==> config.mk <==
export PLATFORM = sky130hd
export DESIGN_NAME = crc16Serial
export DESIGN_NICKNAME = d
export VERILOG_FILES = /design/src/rtl/crc16_pkg.sv /design/src/rtl/crc16Ctrl.sv /design/src/rtl/crc16Datapath.sv /design/src/rtl/crc16Serial.sv
export SDC_FILE = /design/constraint.sdc
export NUM_CORES = 1
export LEC_CHECK = 0
export BUFFER_PORTS_ARGS = -buffer_cell sky130_fd_sc_hd__buf_2
export CAP_MARGIN = 15
export CELL_PAD_IN_SITES_DETAIL_PLACEMENT = 2
export CELL_PAD_IN_SITES_GLOBAL_PLACEMENT = 2
export CORE_UTILIZATION = 24
export CTS_CLUSTER_SIZE = 28
export DETAILED_ROUTE_END_ITERATION = 7
export PLACE_DENSITY = 0.63
export SYNTH_ARGS = -nofsm -noshare
export SYNTH_HDL_FRONTEND = slang
export SYNTH_SLANG_ARGS = --single-unit
==> constraint.sdc <==
create_clock -name clk -period 1.35 [get_ports clk]
set_input_delay 0.2025 -clock clk [delete_from_list [all_inputs] [get_ports clk]]
set_output_delay 0.2025 -clock clk [all_outputs]
set_load 0.01 [all_outputs]
==> src/rtl/crc16_pkg.sv <==
package crc16_pkg;
  // strobes from the control module to the datapath
  typedef struct packed {
    logic load;  // reload seed
    logic step;  // consume one data bit
  } crcStrobe_t;
endpackage

==> src/rtl/crc16Ctrl.sv <==
module crc16Ctrl
  import crc16_pkg::*;
(
  input  logic       clk,
  input  logic       rst,
  input  logic       initPulse,
  input  logic       bitValid,
  output crcStrobe_t strobe
);
  // reset and init both reload; a reload suppresses the data step
  always_comb begin
    strobe.load = rst | initPulse;
    strobe.step = bitValid & ~(rst | initPulse);
  end

  // with no request at all, neither strobe is raised
  p_idle_quiet_r3: assert property (@(posedge clk) disable iff (rst)
    (!initPulse && !bitValid) |-> (strobe == '0));
endmodule

==> src/rtl/crc16Datapath.sv <==
module crc16Datapath
  import crc16_pkg::*;
#(
  parameter int          CRC_W = 16,
  parameter logic [15:0] POLY  = 16'h1021,
  parameter logic [15:0] SEED  = 16'hFFFF
) (
  input  logic             clk,
  input  logic             rst,
  input  crcStrobe_t       strobe,
  input  logic             bitIn,
  output logic [CRC_W-1:0] crcOut
);
  localparam int MSB = CRC_W - 1;

  logic [CRC_W-1:0] crcQ;
  logic [CRC_W-1:0] crcNext;
  logic             feedBack;

  assign feedBack = crcQ[MSB] ^ bitIn;

  // Galois network: feedback only where the polynomial has a term
  for (genvar i = 0; i < CRC_W; i++) begin : g_tap
    if (i == 0) begin : g_lsb
      assign crcNext[0] = feedBack & POLY[0];
    end else if (POLY[i]) begin : g_xor
      assign crcNext[i] = crcQ[i-1] ^ feedBack;
    end else begin : g_copy
      assign crcNext[i] = crcQ[i-1];
    end
  end

  always_ff @(posedge clk) begin
    if (strobe.load)      crcQ <= SEED[CRC_W-1:0];
    else if (strobe.step) crcQ <= crcNext;
  end

  assign crcOut = crcQ;

  // register holds when no strobe
  p_hold_r3: assert property (@(posedge clk) disable iff (rst)
    (!strobe.load && !strobe.step) |=> $stable(crcOut));

  // a reload lands the seed
  p_seed_r4: assert property (@(posedge clk) disable iff (rst)
    strobe.load |=> (crcOut == SEED[CRC_W-1:0]));

  // bit 0 after a step is msb xor data
  p_lsb_fb_r2: assert property (@(posedge clk) disable iff (rst)
    strobe.step |=> (crcOut[0] == ($past(crcOut[MSB]) ^ $past(bitIn))));

  // bit 5 tapped, bit 13 plain copy
  p_tap5_r7: assert property (@(posedge clk) disable iff (rst)
    strobe.step |=> (crcOut[5] == ($past(crcOut[4]) ^ $past(crcOut[MSB]) ^ $past(bitIn))));
  p_copy13_r7: assert property (@(posedge clk) disable iff (rst)
    strobe.step |=> (crcOut[13] == $past(crcOut[12])));
endmodule

==> src/rtl/crc16Serial.sv <==
module crc16Serial
  import crc16_pkg::*;
#(
  parameter logic [15:0] SEED = 16'hFFFF
) (
  input  logic        clk,
  input  logic        rst,
  input  logic        initPulse,
  input  logic        bitValid,
  input  logic        bitIn,
  output logic [15:0] crcOut
);
  localparam int          CRC_W = 16;
  localparam logic [15:0] POLY  = 16'h1021;

  crcStrobe_t strobe;

  crc16Ctrl u_ctrl (
    .clk       (clk),
    .rst       (rst),
    .initPulse (initPulse),
    .bitValid  (bitValid),
    .strobe    (strobe)
  );

  crc16Datapath #(
    .CRC_W (CRC_W),
    .POLY  (POLY),
    .SEED  (SEED)
  ) u_dp (
    .clk    (clk),
    .rst    (rst),
    .strobe (strobe),
    .bitIn  (bitIn),
    .crcOut (crcOut)
  );
endmodule

==> out/qor.txt, run 1 <==
Syn Nets: 74
Worst-Skew Late Latency: 280 ps
FFs w/ async S/R, synth: 0%
Max Clk Rate: 889 MHz
Period utilization: 83.3%
Lkg Pwr: 0.350 nW
Detailed Routing Iterations Pass 1: 5
Startpoint types: register
Final WL: 1.41 mm
Vias: 483
Slew headroom: 69.9%
Layout cells sized above 1: 32.5%
CP max FO: 5
Vias per cell: 4.47
IO Pins: 21
H-tree depth: 1
Dpl cell area: 753 um^2
Number of nets in the layout: 84
Number of standard cells in the layout, taps in and fillers out: 108
TritonCTS clock tree: done
Top cells by count, synth: dfxtp_1, buf_4, mux2i_1, nand2_1, nand2b_1
Core area: 0.00281 mm^2
RSZ-0062 raised after global routing: false
Chip height: 56.8 um
Vias in the first global route: 526
Routability cong.: 0.660
Initial core utilization: 25.7%
CTS Root Cell: clkbuf_4
#FFs+latches synth: 16
GRT Total Usage: 10.2%
Failing checks: DRC
Tot Pwr: 0.787 mW
Cell area after layout: 776 um^2
Post-synth top area share: 44.4%
Max Buffers Root-to-Sink: 2
Ys Warns: 0
Worst hold slack: 298 ps
Drt wl/cell: 13.0 um
Slowest stage cell, crit path: dfxtp_1
Gate Count Post-Synth: 69
Area added between synthesis and finish: 7.45%
Peak supply drop: 0.524 mV
EDFF count, synth: 0
Critical-path cell list: buf_2
Post-synth top flop: dfxtp_1
Slack of the worst reg-to-reg path: 250 ps
Status: complete, but fails checks
Clk slew on worst S/H paths: 90 ps
Antenna Cells: 0
Setup-failing EPs final: 0
Unique masters post-synth: 12
Dpl cells: 105
CP Capture Type: output port
Count leader, synth: dfxtp_1
Global-route wire length before repair: 2.43 mm
DP HPWL: 1.03 mm
Final ANT Viol Nets: 0
Power Dens Cells: 1010 mW/mm^2
Peak per-stage delay on the critical path: 460 ps
Crit path max-delay family: flip-flops
Count of input and output buffers: 20
Pin count of the biggest net entering global routing: 18
Setup CP Type: register to output port
Initial DRC count: 8
Post-synth top area cell: dfxtp_1
Crit path time final: 1120 ps
Clock sinks: 16
Syn_area_per_cell: 10.5 um^2
TritonCTS Buffers: 3
Max Cap Viol: 0
GR Overflow Total: 0
Synthesized area: 722 um^2
Cts repair resizes: 0
Clk_skew: 0.785 ps
Final setup TNS: 0 ps
Initial antenna violation count: 0
Die ar.: 0.00323 mm^2
CTS Hold Buffers Added: 0
CP Buf/Inv Count: 1
Die Wd: 56.8 um
Post-CTS setup buffer count: 0
Max FFs per register: 16
WP data arrival: 920 ps
Sequential area share after synthesis: 44.4%
Max-slew violations: 0
Top cells by area, synth: dfxtp_1, mux2i_1, buf_4
CP required: 1150 ps
# DRC: 4
Worst slew pin tran: 452 ps
Hold Path Class: primary input to register
Final Hold Fails: 0
Rows: 19
power breakdown:
part	switching (mW)	total, mW	internal, mW
registers	0.00391	0.481	0.477
logic	0.0330	0.0593	0.0264
clock network	0.143	0.247	0.103
per-layer routing:
metal  part of all wire (%)  vias to the layer above  global-route usage (%)
met5                      0                        -                       0
met3                    6.9                        2                    4.84
met4                   0.85                        0                    2.09
met1                     45                      231                    11.1
met2                     47                       18                    17.9
li1                       -                      232                       -
cell usage in the layout (no fill, tap or decap):
cell and instances:
clkbuf_4 3, xnor2_1 1, nor2_1 1, o211ai_2 1
o211ai_1 2, dfxtp_1 16, nand2_1 13, buf_4 1
xnor3_1 2, inv_1 1, buf_2 20, nand2b_1 3
mux2i_1 13
layout make-up:
cell class / instances / area [um^2]
inverters: 1 / 3.75
fillers: 326 / 2030
flip-flops and latches: 16 / 320
clock buffers: 3 / 22.5
repair buffers: 21 / 108
well taps: 31 / 38.8
multi-input cells: 36 / 283
logic make-up (layout without fill, tap and decap cells):
| kind of cell | after synthesis | in the layout | synth area share [%] |
|---|---|---|---|
| compound gates | 3 | 3 | 3.81 |
| buf+inv | 17 | 25 | 16.5 |
| simple gates | 17 | 17 | 9.88 |
| mux | 13 | 13 | 18.0 |
| xor+xnor | 3 | 3 | 7.45 |
| flops | 16 | 16 | 44.4 |
final timing paths:
check             cells past startpoint             end            start
hold / removal                        4  u_dp.crcOut[9]              rst
setup / recovery                      1      crcOut[15]  u_dp.crcOut[15]
hold reg to reg                       2  u_dp.crcOut[9]   u_dp.crcOut[9]
setup reg to reg                      2  u_dp.crcOut[5]  u_dp.crcOut[15]
stage by stage:
stage | utilization (%) | setup WS [ps]
floorplan | - | 280
global placement | 26.9 | 323
detailed placement | 26.9 | 254
CTS | 27.7 | 214
global route | 27.7 | 151
finish | 27.7 | 225
(Power assumes the default switching activity.)
==> inputs of run 2 (changes only) <==
Settings changed: PLACE_DENSITY 0.63 to 0.65.
Clock period 1.35 ns to 1 ns, I/O delays scaled along.
==> out/qor.txt, run 2 (same netlist as run 1, synthesis figures left out) <==
Hold Startpoint: initPulse
Reg2reg end: u_dp.crcOut[5]
IO Pins: 21
TritonCTS Buffers: 3
Pint: 0.827 mW
Pin count of the biggest net entering global routing: 18
Dpl ws: 16.7 ps
Clk network pwr share: 31.1%
R2R Path Start: u_dp.crcOut[15]
Post-CTS setup buffer count: 0
Clk slew on worst S/H paths: 90 ps
Period utilization: 98.4%
WP data arrival: 1200 ps
Power Dens Cells: 1320 mW/mm^2
Comb pwr share: 8.6%
TritonCTS clock tree: done
Vias in the first global route: 505
Area added between synthesis and finish: 12.7%
Routability cong.: 0.644
CP max FO: 5
Slack of the worst reg-to-reg path: 20 ps
GR Overflow Total: 0
Initial antenna violation count: 0
Number of nets in the layout: 85
Commonest non-fill, non-tap cell in the layout: buf_2
Slew headroom: 88.6%
Peak per-stage delay on the critical path: 400 ps
Lkg Pwr: 0.358 nW
Core area: 0.00281 mm^2
Failing checks: DRC
Hold Path Stages: 4
Detailed Routing Iterations Pass 1: 6
CP required: 1220 ps
Global-route wire length before repair: 2.36 mm
Setup-failing EPs final: 0
Max-slew violations: 0
Slowest stage cell, crit path: xnor3_1
Net Switching: 0.245 mW
Max Clk Rate: 1020 MHz
Status: complete, but fails checks
Setup CP Type: register to register
Vias: 477
# DRC: 2
Rows: 19
Final Hold Fails: 0
Max FFs per register: 16
Layout cells sized above 1: 46.2%
Initial core utilization: 25.7%
Die Wd: 56.8 um
CP Capture Type: register
H-tree depth: 1
Clock sinks: 16
Initial DRC count: 6
Worst-Skew Late Latency: 280 ps
Crit path launch: u_dp.crcOut[15]
GRT Total Usage: 9.94%
Drt wl/cell: 13.1 um
Startpoint types: register
Chip height: 56.8 um
Max Buffers Root-to-Sink: 2
Vias per cell: 4.38
Die ar.: 0.00323 mm^2
Critical-path cell list: xnor3_1, o211ai_2
Final WL: 1.43 mm
Crit path time final: 984 ps
Clk_skew: 3.08 ps
CTS Root Cell: clkbuf_4
Final ANT Viol Nets: 0
Antenna Cells: 0
Hold Path End: u_dp.crcOut[8]
Tot Pwr: 1.07 mW
Count of input and output buffers: 20
Hold Path Class: primary input to register
Worst slew pin tran: 170 ps
Switch share: 22.9%
Peak supply drop: 0.745 mV
Most frequent cells in the layout: buf_2, mux2i_1, nand2_1
Cells on worst reg2reg path: 2
Flop pwr share: 60.3%
Final setup margin: 15.7 ps
Max Cap Viol: 0
run 2: cell count changes in the layout (fill, tap and decap cells not counted):
cell	delta
dfxtp_4	+1
buf_2	-1
buf_12	+1
buf_4	+1
dfxtp_1	-10
dfxtp_2	+9
run 2: per-layer routing:
layer | vias to the layer above | global-route usage [%] | routed length, um
li1 | 231 | - | -
met2 | 18 | 16.2 | 695
met5 | - | 0 | 0
met3 | 0 | 5.07 | 109
met4 | 0 | 2.09 | 0
met1 | 228 | 11.7 | 626
run 2: through the flow:
stage	cells	setup TNS [ps]	hold slack [ps]	area, um^2	utilization, %
6_report	109	0	250	813	29.0
3_3_place_gp	106	0	482	774	27.6
2_1_floorplan	69	0	311	723	-
4_1_cts	109	0	226	798	28.5
5_1_grt	109	-22.8	248	813	29.0
3_5_place_dp	106	0	493	774	27.6
run 2: worst max-delay path, delay by kind of cell (launching register included):
family / cells / cell delay (ps)
compound gates: 1 / 140
flops: 1 / 390
xor+xnor: 1 / 400
run 2: layout make-up:
class	count	area, um^2
timing repair buffer	22	130
sequential	16	335
clock buffer	3	22.5
multi-input combinational	36	283
tap	31	38.8
fill	320	1990
inverter	1	3.75
run 2: repair_timing:
action / 4_1_cts / 5_1_grt
resized for setup: 1 / 10
pin swaps: 0 / 1
setup endpoints to repair: 1 / 10
hold buffers: 0 / 0
run 2: power groups by stage:
stage               Combinational, mW  Clock [mW]  Sequential (mW)
finish                         0.0921       0.334            0.647
global route                    0.100       0.399            0.648
CTS                            0.0911       0.365            0.649
detailed placement             0.0909           0            0.664
global placement               0.0894           0            0.664
floorplan                      0.0665           0            0.662
run 2: how the worst max path moves through the flow:
stage | end | slack [ps] | depth (start not counted)
final | u_dp.crcOut[5] | 20 | 2
after floorplan | u_dp.crcOut[12] | 20 | 2
after global placement | u_dp.crcOut[5] | 40 | 2
after global routing | u_dp.crcOut[5] | -20 | 2
after detailed placement | u_dp.crcOut[5] | 20 | 2
after CTS | u_dp.crcOut[5] | 5 | 2
==> inputs of run 3 (changes only) <==
Settings changed: SETUP_SLACK_MARGIN set to 0.05.
==> out/qor.txt, run 3 (same netlist as run 1, synthesis figures left out) <==
Peak per-stage delay on the critical path: 370 ps
Lkg Pwr: 0.389 nW
Worst-Skew Late Latency: 280 ps
RSZ-0062 raised after global routing: true
Chip height: 56.8 um
Crit path capture: crcOut[15]
Global-route wire length before repair: 2.31 mm
Flop pwr share: 59.8%
Worst hold slack: 229 ps
Number of nets in the layout: 88
Rows: 19
Routability cong.: 0.653
Hold Path Stages: 3
Final setup TNS: 0 ps
Initial core utilization: 25.7%
Period utilization: 92.1%
Final setup margin: 79.2 ps
Worst slew pin tran: 136 ps
CP required: 850 ps
Vias in the first global route: 540
Dpl cells: 106
Tot Pwr: 1.08 mW
Drt wl/cell: 12.3 um
Vias: 484
TritonCTS clock tree: done
Crit path launch: u_dp.crcOut[15]
Max Cap Viol: 0
Die ar.: 0.00323 mm^2
Die Wd: 56.8 um
Number of standard cells in the layout, taps in and fillers out: 112
Detailed Routing Iterations Pass 1: 5
Clk slew on worst S/H paths: 80 ps
Setup-failing EPs final: 0
Dpl cell area: 776 um^2
Initial antenna violation count: 0
Cell area after layout: 878 um^2
CP Capture Type: output port
Antenna Cells: 0
Pin count of the biggest net entering global routing: 18
Net Switching: 0.246 mW
WP data arrival: 770 ps
Cells on worst reg2reg path: 2
Comb pwr share: 9.2%
R2R Path Start: u_dp.crcOut[15]
Crit. path cell count: 1
Final ANT Viol Nets: 0
GRT Total Usage: 9.54%
Most frequent cells in the layout: dfxtp_2, buf_2, mux2i_1, nand2_1, buf_6
Clk network pwr share: 31.0%
Final Hold Fails: 0
CTS Root Cell: clkbuf_4
CP Buf/Inv Count: 1
Hold Path Class: primary input to register
Power Dens Cells: 1230 mW/mm^2
Slowest stage cell, crit path: dfxtp_4
Reg2reg end: u_dp.crcOut[12]
Clk_skew: 5.81 ps
Commonest non-fill, non-tap cell in the layout: dfxtp_2
Multi-input gate area: 283 um^2
Core area: 0.00281 mm^2
FILL cells: 321
Vias per cell: 4.32
Layout cells sized above 1: 55.6%
Dpl ws: 4.67 ps
# DRC: 6
Crit path time final: 921 ps
Crit path max-delay family: flip-flops
Status: complete, but fails checks
Max FFs per register: 16
Critical-path cell list: buf_6
GR Overflow Total: 0
TritonCTS Buffers: 3
Initial DRC count: 7
Register area: 343 um^2
IO Pins: 21
Clock sinks: 16
Area added between synthesis and finish: 21.7%
Post-Route Utilization: 31.3%
Max-slew violations: 0
Count of input and output buffers: 20
Pint: 0.835 mW
Setup CP Type: register to output port
Max Clk Rate: 1090 MHz
Final WL: 1.38 mm
Peak supply drop: 0.519 mV
Failing checks: DRC
Max Buffers Root-to-Sink: 2
H-tree depth: 1
CP max FO: 5
Slew headroom: 90.7%
Startpoint types: register
Switch share: 22.8%
Slack of the worst reg-to-reg path: 90 ps
run 3: cell types whose count changed in the layout (fill, tap and decap cells not counted):
cell     before  now
buf_2        19   14
buf_4         2    4
dfxtp_1       6    0
buf_6         0    6
dfxtp_2       9   15
run 3: worst min-delay path by stage:
stage,startpoint,to,slack [ps]
2_1_floorplan,rst,u_dp.crcOut[11],310
3_5_place_dp,u_dp.crcOut[11],u_dp.crcOut[11],480
4_1_cts,bitIn,u_dp.crcOut[0],230
3_3_place_gp,u_dp.crcOut[11],u_dp.crcOut[11],460
6_report,bitIn,u_dp.crcOut[0],230
5_1_grt,bitIn,u_dp.crcOut[0],240
run 3: final cells by class:
cell class | instances | share of cell area [%]
flip-flops and latches | 16 | 39.0
inverters | 1 | 0.427
multi-input cells | 36 | 32.2
well taps | 31 | 4.42
repair buffers | 25 | 21.4
clock buffers | 3 | 2.56
run 3: routing by layer:
layer	global-route usage, %	up-vias	share of wire (%)
met5	0	-	0
met4	3.14	0	0.94
met3	4.38	2	8.0
met2	16.3	17	50
met1	10.4	229	41
li1	-	236	-
run 3: tightest hold or removal path, stage by stage:
cell and delay (ps):
buf_2 120, xnor2_1 110, o211ai_1 80
run 3: power groups by stage:
stage               Sequential (mW)  Combinational (mW)  Clock (mW)
floorplan                     0.662              0.0665           0
global placement              0.664              0.0895           0
detailed placement            0.664              0.0904           0
CTS                           0.647              0.0937       0.363
global route                  0.648               0.108       0.383
finish                        0.647              0.0991       0.336
run 3: repair_timing:
item / 4_1_cts / 5_1_grt
endpoints found under the setup margin: 14 / 13
resized for setup: 11 / 10
buffers inserted: 1 / 2
hold buffers: 0 / 0
pin swaps: 1 / 1
